[src/rtl/sec_prescaler_pkg.sv]
package sec_prescaler_pkg;

   // Placement of the long seconds inside the 16-second group
   typedef enum logic {
      SPREAD_BITREV = 1'b0,   // evenly interleaved (bit-reversed index)
      SPREAD_FRONT  = 1'b1    // clustered at the start of the group
   } spread_e;

endpackage

[src/rtl/sec_cal_store.sv]
module sec_cal_store #(
   parameter int WHOLE_W   = 16,
   parameter int FRAC_W    = 4,
   parameter int WORD_W    = 32,
   parameter int NOMINAL   = 32'h7FFF,
   localparam int CAL_BITS = WHOLE_W + FRAC_W + 1
) (
   input  logic                clk,
   input  logic                rst,
   input  logic                wr_en,
   input  logic [CAL_BITS-1:0] wr_word,
   output logic [CAL_BITS-1:0] cal_q,
   output logic [WORD_W-1:0]   rd_word
);

   localparam logic [CAL_BITS-1:0] RESET_WORD = CAL_BITS'(NOMINAL);

   always_ff @(posedge clk) begin
      if (rst) begin
         cal_q <= RESET_WORD;
      end else if (wr_en) begin
         cal_q <= wr_word;
      end
   end

   assign rd_word = {{(WORD_W-CAL_BITS){1'b0}}, cal_q};

   AST_RESET_NOMINAL: assert property (@(posedge clk)
      rst |=> (rd_word == WORD_W'(NOMINAL)));

   AST_RD_UPPER_ZERO: assert property (@(posedge clk) disable iff (rst)
      rd_word[WORD_W-1:CAL_BITS] == '0);

endmodule

[src/rtl/sec_frac_sched.sv]
module sec_frac_sched
   import sec_prescaler_pkg::*;
#(
   parameter int      WHOLE_W = 16,
   parameter int      FRAC_W  = 4,
   parameter int      NOMINAL = 32'h7FFF,
   parameter spread_e SPREAD  = SPREAD_BITREV,
   localparam int     LIM_W   = WHOLE_W + 1
) (
   input  logic               clk,
   input  logic               rst,
   input  logic               advance,
   input  logic [WHOLE_W-1:0] whole,
   input  logic [FRAC_W-1:0]  frac,
   input  logic               trim_en,
   output logic [LIM_W-1:0]   lim_q
);

   logic [FRAC_W-1:0] idx_q;
   logic [FRAC_W-1:0] idx_nxt;
   logic [FRAC_W-1:0] key;
   logic              extra;

   assign idx_nxt = idx_q + 1'b1;

   generate
      if (SPREAD == SPREAD_BITREV) begin : g_bitrev
         for (genvar b = 0; b < FRAC_W; b++) begin : g_bit
            assign key[b] = idx_nxt[FRAC_W-1-b];
         end
      end else begin : g_front
         assign key = idx_nxt;
      end
   endgenerate

   assign extra = trim_en && (key < frac);

   always_ff @(posedge clk) begin
      if (rst) begin
         idx_q <= '0;
         lim_q <= LIM_W'(NOMINAL);
      end else if (advance) begin
         idx_q <= idx_nxt;
         lim_q <= {1'b0, whole} + LIM_W'(extra);
      end
   end

   AST_IDX_STEP: assert property (@(posedge clk) disable iff (rst)
      advance |=> (idx_q == $past(idx_q) + 1'b1));

   AST_LIMIT_HELD: assert property (@(posedge clk) disable iff (rst)
      !advance |=> $stable(lim_q));

endmodule

[src/rtl/sec_period_ctr.sv]
module sec_period_ctr #(
   parameter int  WHOLE_W = 16,
   localparam int LIM_W   = WHOLE_W + 1
) (
   input  logic             clk,
   input  logic             rst,
   input  logic [LIM_W-1:0] lim,
   output logic             tick
);

   logic [LIM_W-1:0] cnt_q;

   assign tick = (cnt_q == lim);

   always_ff @(posedge clk) begin
      if (rst || tick) begin
         cnt_q <= '0;
      end else begin
         cnt_q <= cnt_q + 1'b1;
      end
   end

   AST_CNT_BOUND: assert property (@(posedge clk) disable iff (rst)
      cnt_q <= lim);

   AST_PULSE_SINGLE: assert property (@(posedge clk) disable iff (rst)
      (tick && lim != '0) |=> !tick);

endmodule

[src/rtl/sec_prescaler.sv]
module sec_prescaler
   import sec_prescaler_pkg::*;
#(
   parameter int      WHOLE_W = 16,
   parameter int      FRAC_W  = 4,
   parameter int      WORD_W  = 32,
   parameter int      NOMINAL = 32'h7FFF,
   parameter spread_e SPREAD  = SPREAD_BITREV
) (
   input  logic              clk,
   input  logic              rst,
   input  logic              cal_wr_en,
   input  logic [WORD_W-1:0] cal_wr_data,
   output logic [WORD_W-1:0] cal_rd_data,
   output logic              sec_pulse
);

   localparam int FRAC_LSB = WHOLE_W;
   localparam int EN_BIT   = WHOLE_W + FRAC_W;
   localparam int CAL_BITS = EN_BIT + 1;
   localparam int LIM_W    = WHOLE_W + 1;

   generate
      if (CAL_BITS >= WORD_W) begin : g_bad_word
         $error("calibration fields do not fit below WORD_W");
      end
      if (FRAC_W < 1 || WHOLE_W < 2) begin : g_bad_fields
         $error("field widths too small");
      end
      if (NOMINAL >= (1 << WHOLE_W)) begin : g_bad_nominal
         $error("NOMINAL exceeds the whole-count field");
      end
   endgenerate

   logic [CAL_BITS-1:0] cal_q;
   logic [LIM_W-1:0]    lim;
   logic                unused_hi;

   assign unused_hi = ^cal_wr_data[WORD_W-1:CAL_BITS];

   sec_cal_store #(
      .WHOLE_W (WHOLE_W),
      .FRAC_W  (FRAC_W),
      .WORD_W  (WORD_W),
      .NOMINAL (NOMINAL)
   ) u_store (
      .clk     (clk),
      .rst     (rst),
      .wr_en   (cal_wr_en),
      .wr_word (cal_wr_data[CAL_BITS-1:0]),
      .cal_q   (cal_q),
      .rd_word (cal_rd_data)
   );

   sec_frac_sched #(
      .WHOLE_W (WHOLE_W),
      .FRAC_W  (FRAC_W),
      .NOMINAL (NOMINAL),
      .SPREAD  (SPREAD)
   ) u_sched (
      .clk     (clk),
      .rst     (rst),
      .advance (sec_pulse),
      .whole   (cal_q[WHOLE_W-1:0]),
      .frac    (cal_q[EN_BIT-1:FRAC_LSB]),
      .trim_en (cal_q[EN_BIT]),
      .lim_q   (lim)
   );

   sec_period_ctr #(
      .WHOLE_W (WHOLE_W)
   ) u_ctr (
      .clk  (clk),
      .rst  (rst),
      .lim  (lim),
      .tick (sec_pulse)
   );

   AST_NO_PULSE_IN_RESET: assert property (@(posedge clk)
      rst |=> !sec_pulse);

endmodule

[config.mk]
export PLATFORM = sky130hd
export DESIGN_NAME = sec_prescaler
export DESIGN_NICKNAME = d
export VERILOG_FILES = /design/src/rtl/sec_prescaler_pkg.sv /design/src/rtl/sec_cal_store.sv /design/src/rtl/sec_frac_sched.sv /design/src/rtl/sec_period_ctr.sv /design/src/rtl/sec_prescaler.sv
export SDC_FILE = /design/constraint.sdc
export NUM_CORES = 1
export LEC_CHECK = 0
export ABC_CLOCK_PERIOD_IN_PS = 4450
export BUFFER_PORTS_ARGS = -buffer_cell sky130_fd_sc_hd__buf_4
export CAP_MARGIN = 20
export CORE_MARGIN = 8
export CORE_UTILIZATION = 56
export CTS_CLUSTER_DIAMETER = 200
export CTS_CLUSTER_SIZE = 16
export DETAILED_ROUTE_END_ITERATION = 10
export GPL_ROUTABILITY_DRIVEN = 0
export PLACE_DENSITY = 0.79
export SETUP_SLACK_MARGIN = 0.1
export SKIP_CTS_REPAIR_TIMING = 1
export SYNTH_ARGS = -nofsm -noshare
export SYNTH_HDL_FRONTEND = slang
export SYNTH_SLANG_ARGS = --single-unit
[constraint.sdc]
create_clock -name clk -period 4.45 [get_ports clk]
set_clock_uncertainty 0.15 [all_clocks]
set_input_delay 0.6675 -clock clk [delete_from_list [all_inputs] [get_ports clk]]
set_output_delay 0.6675 -clock clk [all_outputs]
set_load 0.02 [all_outputs]
Word-level counts from Yosys, hierarchy flattened
Index checks and enable logic that the tools add are counted.
{"block": "word_totals", "reg_bits": 59, "input_bits": 35, "wordCells": 11}
{"block": "classes", "add_sub_neg": 3, "magnitude_cmp": 1, "n_eq_ne": 1, "n_reduce_logical": 2}
{"op": "$add 16x1->17", "count": 1}
{"op": "$add 17x1->17 const B", "count": 1}
{"op": "$eq 17x17->1", "count": 1}
{"op": "$add 4x1->4 const B", "count": 1}
{"op": "$lt 4x4->1", "count": 1}
{"op": "$logic_and 1x1->1", "count": 1}
{"op": "$logic_or 1x1->1", "count": 1}

Longest topological paths before layout
{"block": "depth", "word_depth": 4, "ltp_mapped": 12, "depth_no_buf": 12}

By module
From an unflattened synthesis, not the netlist that was laid out.
{"block": "unflattened", "cells_unflattened": 356, "hier_area_um2": 3171.8}
{"module": "sec_frac_sched", "instances": 1, "cells_each": 152, "area_per_inst_um2": 1223.7}
{"module": "sec_cal_store", "instances": 1, "cells_each": 101, "area_per_inst_um2": 1034.7}
{"module": "sec_period_ctr", "instances": 1, "cells_each": 103, "area_per_inst_um2": 913.4}

Worst setup path before layout
No wires, ideal clock.
{"block": "synth_timing", "path_type": "flip-flop to flip-flop", "startpoint": "register u_sched.idx_q[0]", "endpoint": "register u_sched.lim_q[12]", "setup_ns": 0.106, "arrival_time_ns": 2.434, "setup_slack_ns": 1.760, "path_stages_with_launch": 13, "path_buffers": 0, "period_less_slack_ns": 2.690, "cell_sequence": "dfxtp_1 > ha_1 > xor2_1 > ha_1 > o21ai_0 > a21oi_1 > nor3b_1 > ha_1 > nand4_1 > nor3_1 > and3_1 > xnor2_1 > o311ai_0"}
{"block": "synth_between", "elab_chain_cells": 4}
{"element": "from (decl)", "line": "sec_frac_sched.sv:19", "source": "logic [FRAC_W-1:0] idx_q;"}
{"element": "from (signal assigned)", "line": "sec_frac_sched.sv:43", "source": "idx_q <= idx_nxt;"}
{"element": "$add 4x1->4", "line": "sec_frac_sched.sv:24", "source": "assign idx_nxt = idx_q + 1'b1;"}
{"element": "net u_sched.idx_nxt[2]", "line": "sec_frac_sched.sv:20", "source": "logic [FRAC_W-1:0] idx_nxt;"}
{"element": "$lt 4x4->1", "line": "sec_frac_sched.sv:36", "source": "assign extra = trim_en && (key < frac);"}
{"element": "$logic_and 1x1->1", "line": "sec_frac_sched.sv:36"}
{"element": "$add 16x1->17", "line": "sec_frac_sched.sv:44", "source": "lim_q <= {1'b0, whole} + LIM_W'(extra);"}
{"element": "to (signal assigned)", "line": "sec_frac_sched.sv:41", "source": "lim_q <= LIM_W'(NOMINAL);"}
{"element": "to (signal assigned)", "line": "sec_frac_sched.sv:44"}
{"element": "to (decl)", "line": "sec_frac_sched.sv:16", "source": "output logic [LIM_W-1:0] lim_q"}
The timed path passes the listed nets, and every way through them passes these cells.
A chain may end at the register's enable or synchronous reset.

Final worst setup path
Same ends and word-level chain as after synthesis.

==> impl_metrics.env <==
export IMPL_grt_max_degree=31
export IMPL_rsz0062_at_grt="no"
export IMPL_setup_viol=0
export IMPL_clock_sinks=59
export IMPL_antenna_found_initial=0
export IMPL_drive_gt1_share_pct=18.2
export IMPL_die_w_um=89.0
export IMPL_drtAntennaViolNets=0
export IMPL_crit_buf_inv=0
export IMPL_finalSetupTns_ns=0
export IMPL_yosysWarnings=0
export IMPL_p_leak_nw=1.38
export IMPL_grt_use_met2_pct=29.9
export IMPL_clk_pin_slew_ns=0.07
export IMPL_htree_levels=3
export IMPL_synth_area_per_cell_sq_um=8.71
export IMPL_combPwrFrac_pct=9.4
export IMPL_cts_buffers=9
export IMPL_p_seq_share_pct=46.0
export IMPL_internal_power_mw=0.923
export IMPL_boundaryPins=68
export IMPL_p_sw_share_pct=24.5
export IMPL_peakVddDrop_uv=253
export IMPL_maxCapViolCount=0
export IMPL_holdCritPathClass="register to register"
export IMPL_die_y_um=89.0
export IMPL_num_rows=26
export IMPL_synth_top_area_share_pct=39.6
export IMPL_busiest_layer="met2"
export IMPL_antennaDiodeCount=0
export IMPL_synth_top_cells_by_area="dfxtp_1 (40%), xor2_1 (9.1%), mux2i_1 (6.4%)"
export IMPL_critical_path_top_delay_family="simple AND/OR/NAND/NOR gates"
export IMPL_clockPowerShare_pct=44.6
export IMPL_synth_edf_count=0
export IMPL_cts_buffer_depth=2
export IMPL_p_per_area_nw_per_um2=349
export IMPL_num_fill_cells=427
export IMPL_vias=2421
export IMPL_period_needed_ns=3.05
export IMPL_first_iter_violations=125
export IMPL_stdcell_area_sq_um=3500
export IMPL_status="finished, final reports clean"
export IMPL_power_total_mw=1.22
export IMPL_max_freq_mhz=328
export IMPL_num_nets_final=417
export IMPL_worstSkewPairLatency_ns=0.33
export IMPL_final_hold_violation_count=0
export IMPL_area_growth_pct=17.3
export IMPL_crit_chain="ha_1 -> xor2_1 -> ha_1 -> o21ai_0 -> a21oi_1 -> nor3b_1 -> ha_1 -> nand4_1 -> nor3_1 -> and3_1 -> xnor2_1 -> o311ai_0"
export IMPL_wl_mm=6.48
export IMPL_cp_arrival_ns=3.12
export IMPL_drc=0
export IMPL_cp_required_ns=4.52
export IMPL_synthDistinctLibCells=36
export IMPL_crit_path_end_kind="register"
export IMPL_cts_tree="yes"
export IMPL_core_sq_um=5110
export IMPL_wl_per_cell_um=14.4
export IMPL_grt_first_pass_wirelength_mm=10.8
export IMPL_crit_path_max_incr_delay_ns=0.37
export IMPL_ys_seq_area_share_pct=39.6
export IMPL_dpl_cell_area_sq_um=3270
export IMPL_synthFlopType="dfxtp_1"
export IMPL_grt_use_total_pct=17.6
export IMPL_synth_most_common_cell="dfxtp_1"
export IMPL_gr_total_overflow=0
export IMPL_netlist_area_sq_um=2980
export IMPL_syn_inst=342
export IMPL_start_util_pct=58.4
export IMPL_startpoint_type="register"
export IMPL_async_flop_share_pct=0
export IMPL_drt_first_pass_iters=4
export IMPL_use_met1_pct=19.8
export IMPL_synth_commonest_cells="dfxtp_1 (59), nor3_1 (31), xor2_1 (31)"
export IMPL_holdWs_ns=0.352
export IMPL_portBuffers=45
export IMPL_grt_use_met3_pct=7.44
export IMPL_worstPathMaxFanout=5
export IMPL_drv_slew=0
export IMPL_die_area_sq_um=7910
export IMPL_switchingPower_mw=0.299
export IMPL_cpMostUsedCell="ha_1"
export IMPL_crit_path_top_delay_cell="dfxtp_1"
export IMPL_worstSetupPathType="register to register"
export IMPL_place_hpwl_mm=4.64
export IMPL_worst_pin_slew_ns=0.796
export IMPL_cts_root_buf="clkbuf_8"
export IMPL_relSlewSlack_pct=46.9
export IMPL_fin_crit_sh_pct=68.6
export IMPL_yosys_area_top_type="dfxtp_1"
export IMPL_grt_pass1_vias=2355
export IMPL_ys_ff_latch=59
export IMPL_viasPerCell=5.38
==> routing by layer <==
| layer | share of wire [%] | wire length [um] | vias up |
|---|---|---|---|
| li1 | - | - | 1234 |
| met3 | 4.9 | 318 | 7 |
| met5 | 0 | 0 | - |
| met4 | 0.82 | 53 | 0 |
| met1 | 46 | 2970 | 1132 |
| met2 | 49 | 3150 | 48 |
==> per-stage QoR <==
step | setup slack (ns) | utilization [%] | instances
after floorplan | 1.76 | - | 352
after global placement | 1.49 | 64.0 | 434
after detailed placement | 1.45 | 64.0 | 434
after CTS | 1.42 | 68.4 | 450
after global routing | 1.07 | 68.4 | 450
final | 1.40 | 68.4 | 450
==> area by class of cell <==
cell class                 instances  area [sq um]  area share, %
tap                               70          87.6           2.51
inverter                           9          33.8          0.966
clock inverter                     6          88.8           2.54
timing repair buffer              46           345           9.88
sequential                        59          1180           33.8
multi-input combinational        250          1620           46.4
clock buffer                      10           138           3.94
==> worst reg2reg max path, cell delays in order, from the launching register on <==
cell	delay (ns)
dfxtp_1	0.37
ha_1	0.20
xor2_1	0.21
ha_1	0.26
o21ai_0	0.07
a21oi_1	0.09
nor3b_1	0.26
ha_1	0.26
nand4_1	0.23
nor3_1	0.29
and3_1	0.22
xnor2_1	0.07
o311ai_0	0.27
==> cells by family (layout without fill, tap and decap cells) <==
family | after synthesis | in the layout | synth area share [%]
and+or+nand+nor | 118 | 118 | 20.7
DFF | 59 | 59 | 39.6
xor gates and xnor gates | 48 | 48 | 14.1
AOI/OAI and AO/OA | 47 | 47 | 8.86
buffers and inverters | 43 | 71 | 7.22
muxes | 19 | 19 | 6.38
adders and majority gates | 7 | 7 | 2.94
other | 1 | 11 | 0.126
==> sequential cells by signal (all words and copies together), names as in the netlist <==
name and flops:
u_store.cal_q 21, u_sched.idx_q 4, u_ctr.cnt_q 17, u_sched.lim_q 17
==> cells in the final DEF, fill, tap and decap left out, drive strengths merged <==
cell	Yosys	layout
a211oi	1	1
a21oi	17	17
a31oi	1	1
and2	1	1
and3	6	6
and4	1	1
buf	20	46
bufinv	0	2
clkbuf	14	10
clkinv	0	2
clkinvlp	0	2
conb	1	11
dfxtp	59	59
ha	7	7
inv	9	9
mux2i	19	19
nand2	26	26
nand3	17	17
nand4	9	9
nor2	15	15
nor3	31	31
nor3b	2	2
nor4	8	8
o211ai	2	2
o21ai	20	20
o311ai	4	4
o31ai	2	2
or4	2	2
xnor2	17	17
xor2	31	31
==> power by group through the flow <==
stage                     clock network (mW)  logic, mW  registers, mW
final                                  0.544      0.115          0.563
after global routing                   0.575      0.126          0.565
after CTS                              0.552      0.115          0.562
after detailed placement                   0      0.115          0.574
after global placement                     0      0.112          0.573
after floorplan                            0     0.0697          0.581
==> final timing paths <==
kind / startpoint / end / slack (ns) / depth (start not counted)
max: u_sched.idx_q[0] / u_sched.lim_q[12] / 1.40 / 12
min: u_sched.idx_q[3] / u_sched.idx_q[3] / 0.35 / 2
max reg2reg: u_sched.idx_q[0] / u_sched.lim_q[12] / 1.40 / 12
min reg2reg: u_sched.idx_q[3] / u_sched.idx_q[3] / 0.35 / 2
(Power assumes the default switching activity.)
